--- config.mk ---
export PLATFORM = sky130hd
export DESIGN_NAME = fcl_loss_detector
export DESIGN_NICKNAME = d
export VERILOG_FILES = /design/src/rtl/fcl_pkg.sv /design/src/rtl/fcl_ref_sync.sv /design/src/rtl/fcl_watchdog.sv /design/src/rtl/fcl_status.sv /design/src/rtl/fcl_loss_detector.sv
export SDC_FILE = /design/constraint.sdc
export NUM_CORES = 1
export LEC_CHECK = 0
export CORE_AREA = 2 2 71 73
export CTS_CLUSTER_SIZE = 10
export DETAILED_ROUTE_END_ITERATION = 10
export DIE_AREA = 0 0 73 75
export PLACE_DENSITY_LB_ADDON = 0.1
export SLEW_MARGIN = 20
export SYNTH_ARGS = -nofsm -noshare
export SYNTH_HDL_FRONTEND = slang
export SYNTH_HIERARCHICAL = 1
export SYNTH_SLANG_ARGS = --single-unit
--- constraint.sdc ---
create_clock -name clk_sys -period 3.2 [get_ports clk_sys]
set_input_delay 0.64 -clock clk_sys [delete_from_list [all_inputs] [get_ports clk_sys]]
set_output_delay 0.64 -clock clk_sys [all_outputs]
set_load 0.01 [all_outputs]
--- src/rtl/fcl_pkg.sv ---
package fcl_pkg;
    localparam int STS_W    = 8;
    localparam int LOSS_BIT = 6;
endpackage

--- src/rtl/fcl_ref_sync.sv ---
module fcl_ref_sync #(
    parameter int STAGES = 2
) (
    input  logic clk,
    input  logic rst_n,
    input  logic ref_in,
    output logic edge_p
);
    typedef struct packed {
        logic [STAGES-1:0] chain;
        logic              prev;
    } sync_st_t;

    sync_st_t st_d, st_q;

    always_comb begin
        st_d          = st_q;
        st_d.chain[0] = ref_in;
        for (int i = 1; i < STAGES; i++) begin
            st_d.chain[i] = st_q.chain[i-1];
        end
        st_d.prev = st_q.chain[STAGES-1];
    end

    always_ff @(posedge clk or negedge rst_n) begin
        if (!rst_n) st_q <= '0;
        else        st_q <= st_d;
    end

    assign edge_p = st_q.chain[STAGES-1] & ~st_q.prev;

    initial begin
        if (STAGES < 2) $error("fcl_ref_sync needs at least two stages");
    end
endmodule

--- src/rtl/fcl_watchdog.sv ---
module fcl_watchdog #(
    parameter int CNT_W  = 16,
    parameter int MARGIN = 4
) (
    input  logic             clk,
    input  logic             rst_n,
    input  logic             edge_p,
    input  logic [CNT_W-1:0] period_cfg,
    output logic             lost,
    output logic             loss_evt
);
    localparam int LIM_W = CNT_W + 2;
    localparam logic [LIM_W-1:0] CNT_MAX = '1;

    typedef struct packed {
        logic [LIM_W-1:0] cnt;
        logic             lost;
        logic             evt;
    } wd_st_t;

    wd_st_t st_d, st_q;
    logic [LIM_W-1:0] limit;

    assign limit = (LIM_W'(period_cfg) << 1) + LIM_W'(MARGIN);

    always_comb begin
        st_d = st_q;
        if (edge_p) begin
            st_d.cnt  = '0;
            st_d.lost = 1'b0;
            st_d.evt  = 1'b0;
        end else begin
            st_d.cnt  = (st_q.cnt == CNT_MAX) ? CNT_MAX : st_q.cnt + 1'b1;
            st_d.lost = st_q.lost | (st_q.cnt >= limit);
            st_d.evt  = st_d.lost & ~st_q.lost;
        end
    end

    always_ff @(posedge clk or negedge rst_n) begin
        if (!rst_n) st_q <= '0;
        else        st_q <= st_d;
    end

    assign lost     = st_q.lost;
    assign loss_evt = st_q.evt;

    // a reference edge restarts the count and drops the loss flag
    a_r3_edge_restarts: assert property (@(posedge clk) disable iff (!rst_n)
        edge_p |=> (st_q.cnt == '0) && !st_q.lost);

    // the loss flag only rises once the count reached the limit
    a_r1_no_early_loss: assert property (@(posedge clk) disable iff (!rst_n)
        $rose(st_q.lost) |-> ($past(st_q.cnt) >= $past(limit)));

    // the event pulse accompanies each rise of the loss flag
    a_r4_event_on_rise: assert property (@(posedge clk) disable iff (!rst_n)
        $rose(st_q.lost) |-> st_q.evt);
endmodule

--- src/rtl/fcl_status.sv ---
module fcl_status
    import fcl_pkg::*;
(
    input  logic             clk,
    input  logic             rst_n,
    input  logic             loss_evt,
    input  logic             wr,
    input  logic [STS_W-1:0] wdata,
    output logic             sts
);
    typedef struct packed {
        logic bit_set;
    } sts_st_t;

    sts_st_t st_d, st_q;
    logic    clr;

    always_comb begin
        clr            = wr & wdata[LOSS_BIT];
        st_d.bit_set   = loss_evt | (st_q.bit_set & ~clr);
    end

    always_ff @(posedge clk or negedge rst_n) begin
        if (!rst_n) st_q <= '0;
        else        st_q <= st_d;
    end

    assign sts = st_q.bit_set;

    // an event always leaves the bit set
    a_r4_event_sets: assert property (@(posedge clk) disable iff (!rst_n)
        loss_evt |=> sts);

    // set bit holds unless a clearing write arrives
    a_r5_sticky: assert property (@(posedge clk) disable iff (!rst_n)
        (sts && !(wr && wdata[LOSS_BIT])) |=> sts);

    // a clearing write without an event empties the bit
    a_r5_clear: assert property (@(posedge clk) disable iff (!rst_n)
        (wr && wdata[LOSS_BIT] && !loss_evt) |=> !sts);
endmodule

--- src/rtl/fcl_loss_detector.sv ---
module fcl_loss_detector
    import fcl_pkg::*;
#(
    parameter int CNT_W       = 16,
    parameter int MARGIN      = 4,
    parameter int SYNC_STAGES = 2
) (
    input  logic             clk_sys,
    input  logic             rst_n,
    input  logic             ref_clk,
    input  logic [CNT_W-1:0] period_cfg,
    input  logic             mirror_en,
    input  logic             irq_mask,
    input  logic             sts_wr,
    input  logic [STS_W-1:0] sts_wdata,
    output logic             holdover_req,
    output logic             loss_sts,
    output logic             irq,
    output logic             loss_pin
);
    logic ref_edge;
    logic lost;
    logic loss_evt;

    fcl_ref_sync #(.STAGES(SYNC_STAGES)) u_sync (
        .clk    (clk_sys),
        .rst_n  (rst_n),
        .ref_in (ref_clk),
        .edge_p (ref_edge)
    );

    fcl_watchdog #(.CNT_W(CNT_W), .MARGIN(MARGIN)) u_wd (
        .clk        (clk_sys),
        .rst_n      (rst_n),
        .edge_p     (ref_edge),
        .period_cfg (period_cfg),
        .lost       (lost),
        .loss_evt   (loss_evt)
    );

    fcl_status u_sts (
        .clk      (clk_sys),
        .rst_n    (rst_n),
        .loss_evt (loss_evt),
        .wr       (sts_wr),
        .wdata    (sts_wdata),
        .sts      (loss_sts)
    );

    assign holdover_req = lost;
    assign irq          = loss_sts & ~irq_mask;
    assign loss_pin     = loss_sts & mirror_en;

    // masked interrupt never fires while masked
    a_r7_irq_masked: assert property (@(posedge clk_sys) disable iff (!rst_n)
        irq |-> (loss_sts && !irq_mask));

    // pin copy only with the enable set, regardless of the mask
    a_r8_pin_enable: assert property (@(posedge clk_sys) disable iff (!rst_n)
        loss_pin |-> (loss_sts && mirror_en));

    // status follows the rise of the freeze request one cycle later
    a_r4_status_follows: assert property (@(posedge clk_sys) disable iff (!rst_n)
        $rose(holdover_req) |=> loss_sts);
endmodule

==> results.md <==
* Outcome: finished clean
* CTS root buffer: clkbuf_8
* Category of cells accounting for the largest share of critical-path delay: simple AND/OR/NAND/NOR gates
* Synthesized instance count at 190
* Pre-antenna DRT Iters at 4
* Cts bufs inserted at 3
* Synth unique cells at 38
* Count of buffer and inverter cells on the critical path at 1
* Share of layout cells above drive strength 1 at 0.1703
* Total standard cell area after synthesis at about 1800 um^2
* Core region area at around 4700 um^2
* Final hold vios at 0
* Vias in the first global route at around 1600
* Setup Slack @ Placement at -245.0 ps
* Source-to-sink clock delay at the later pin of the worst-skew pair at 260 ps
* Global placer's final weighted congestion at around 0.83
* Final critical-path setup slack at between 100 and 150 ps
* Standby leakage power at ~0.98 nW
* Cells along the critical path: clkdlybuf4s50_1, and4_1, and4_1, and3_1, nand3_1, ha_1, nand4_1, nor3_2, o311ai_0, a311oi_1
* Area grow syn2layout at 25.24%
* Width of the die at approximately 73 um
* Power per unit of standard cell area at 322.3 nW/um^2
* Fin. max-slew vios at 0
* Number of nets with antenna violations after detailed routing at 0
* Syn_area_per_cell at 9.601 um^2
* Worst setup path class: in -> reg
* Post-CTS setup buffer count at 0
* Dpl hpwl at roughly 3300 um
* Sum of negative setup slack at 0 ps
* Most numerous cell on the critical path: and4_1
* Max Clk Rate at 0.3243 GHz
* Launching element type of the critical path: primary input
* Clock-pin slew on the worst setup and hold paths at ~80 ps
* CP Data Arrival Time at approximately 3200 ps
* H-tree depth reported by CTS at 1
* Register bit total from synthesis at 24
* Number of warnings reported in the yosys synthesis log at 6
* Kind of capture point of the worst setup path: flip-flop
* DRC violation count after routing at 0
* Number of sinks on the clock net at 24
* Register Area at between 600 and 700 um^2
* Final wirelength at between 4000 and 5000 um
* # nets final at 279
* Biggest fanout along the worst timing path at 5
* Largest net degree at the start of global routing at 25
* Portion of the post-synthesis area used by sequential elements at 0.3292
* Period Utilization, post-route at 0.9636
* TritonCTS clock tree: yes
* Die Span Y at roughly 75 um
* FILL cells at around 450
* Final core occ at 0.4902
* Number of primary I/O pins at 34
* Area of the die at 5475 um^2
* Worst Path Required at ~3300 ps
* Initial Utilization at 0.3914
* Actual slew at the worst max-slew pin at 767.3 ps
* Final setup violating endpoints at 0
* Port bufs at 26
* Overflow left after global routing at 0
* Detail-routed via count per cell at 5.558
* Initial detailed-routing violation count at 37
* Critical-path top delay cell: clkdlybuf4s50_1
* Area of the multi-input gates at 1166 um^2
* DP Cell Count at approximately 280
* Total nets after synthesis at roughly 240
* Number of buffers between clock root and the deepest sink at 2
* Worst vdd ir at roughly 0.00034 V
* Drt wl/cell at 14.71 um
* Hold WC Path Type: reg -> reg
* Total number of placement rows at 25
* Number of standard cells in the final layout excluding fillers at roughly 280
* Total via count after detailed routing at between 1500 and 2000
* GRT Resource Usage Total at 0.1656
* Final critical-path required period at between 3000 and 4000 ps
* Setup repair after global routing missed its margin: yes
* Number of antenna violations at the first check in global routing at 0
* Wire length of the first global-routing pass at about 7100 um
* Worst rel slew slack at 0.4885
* Largest clock skew in the final design at ~4.4 ps
* Diodes inserted at 0
* Delay of the slowest critical-path stage at 480 ps
* Number of max-cap violations at 0
worst paths after layout:
path / cells after the start / startpoint / slack, ps / endpoint
max in group asynchronous: 2 / rst_n / 2240 / u_sync/st_d[0]
min: 0 / u_sync/st_d[2] / 360 / u_sync/st_d[0]
max reg2reg: 5 / u_wd/st_q[2] / 710 / u_wd/st_q[3]
max: 10 / period_cfg[5] / 120 / u_wd/loss_evt
min reg2reg: 0 / u_sync/st_d[2] / 360 / u_sync/st_d[0]
min in group asynchronous: 2 / rst_n / 720 / u_wd/st_q[18]
synth_stat cells, drive strengths merged:
master / instances / share of area
a21o: 4 / 0.016
a21oi: 20 / 0.080
a221oi: 1 / 0.0048
a311oi: 2 / 0.0096
a31oi: 4 / 0.014
a41o: 1 / 0.0062
a41oi: 1 / 0.0048
and2: 5 / 0.017
and3: 4 / 0.014
and4: 5 / 0.025
buf: 2 / 0.017
clkbuf: 4 / 0.0082
dfrtp: 24 / 0.33
ha: 19 / 0.13
inv: 6 / 0.012
nand2: 16 / 0.033
nand2b: 1 / 0.0034
nand3: 10 / 0.027
nand4: 10 / 0.043
nand4b: 1 / 0.0048
nor2: 5 / 0.010
nor2b: 3 / 0.019
nor3: 5 / 0.014
nor4: 3 / 0.010
o21ai: 6 / 0.016
o311ai: 1 / 0.0048
or2: 1 / 0.0034
or3: 2 / 0.0069
or4: 2 / 0.011
xnor2: 7 / 0.034
xor2: 15 / 0.072
sequential cells by signal, summed over array words and instances (netlist names):
register and flops:
u_wd/st_q 18, u_sync/st_d 2, u_sts/sts 1, u_sync/st_q 1, u_wd/loss_evt 1, u_wd/lost 1
kinds of logic after synthesis:
kind of cell,Yosys count,synth area share
buf+inv,12,0.03772
xor+xnor,22,0.1056
fa+ha+maj,19,0.1303
simple gates,73,0.2407
flops,24,0.3292
compound gates,40,0.1564
layer usage:
metal	wire length, um	track usage	part of all wire
met5	0	0	0
met2	2124	0.2993	0.51
met3	122	0.03213	0.029
met1	1883	0.2075	0.45
met4	34	0.02881	0.0082
layout make-up:
type	instances	share of cell area
Clock buffer	4	0.02410
Inverter	6	0.009858
Multi-Input combinational cell	154	0.5104
Sequential cell	24	0.2629
Tap cell	54	0.02957
Timing Repair Buffer	41	0.1632
through the flow:
stage               hold WS, ps  instance area (um^2)  total power, mW
floorplan                 331.2                  1824           0.4577
global placement          334.4                  2218           0.5294
detailed placement        350.3                  2218           0.5413
CTS                       370.0                  2273           0.7507
global route              383.1                  2285           0.7861
finish                    364.6                  2285           0.7364
what timing repair did:
| action | CTS | global route |
|---|---|---|
| hold buffers | 0 | 0 |
| setup endpoints to repair | 0 | 2 |
| resized for setup | 0 | 2 |
where the power goes:
group | total (mW) | leakage [nW] | switching, mW | internal (mW)
sequential | 0.359 | 0.323 | 0.0363 | 0.322
combinational | 0.175 | 0.626 | 0.0858 | 0.0893
clock | 0.203 | 0.0288 | 0.0930 | 0.110
total | 0.736 | 0.978 | 0.215 | 0.521
layout by cell type, fill, tap and decap left out, types with 2 or more instances in the layout:
cell type        instances
nor2_1                   5
clkbuf_8                 4
nand4_1                  9
a31oi_1                  4
xnor2_1                  7
inv_1                    6
or3_1                    2
a311oi_1                 2
dfrtp_1                 24
a21oi_1                 10
o21ai_0                  6
nor2b_4                  2
xor2_1                  15
nor3_1                   4
nor4_1                   3
a21o_1                   4
a21oi_2                  9
and4_1                   4
nand3_1                 10
clkdlybuf4s50_1         26
buf_4                   15
and2_1                   5
ha_1                    19
and3_1                   4
nand2_1                 16
Note: power is estimated with default switching activity, not from simulation.
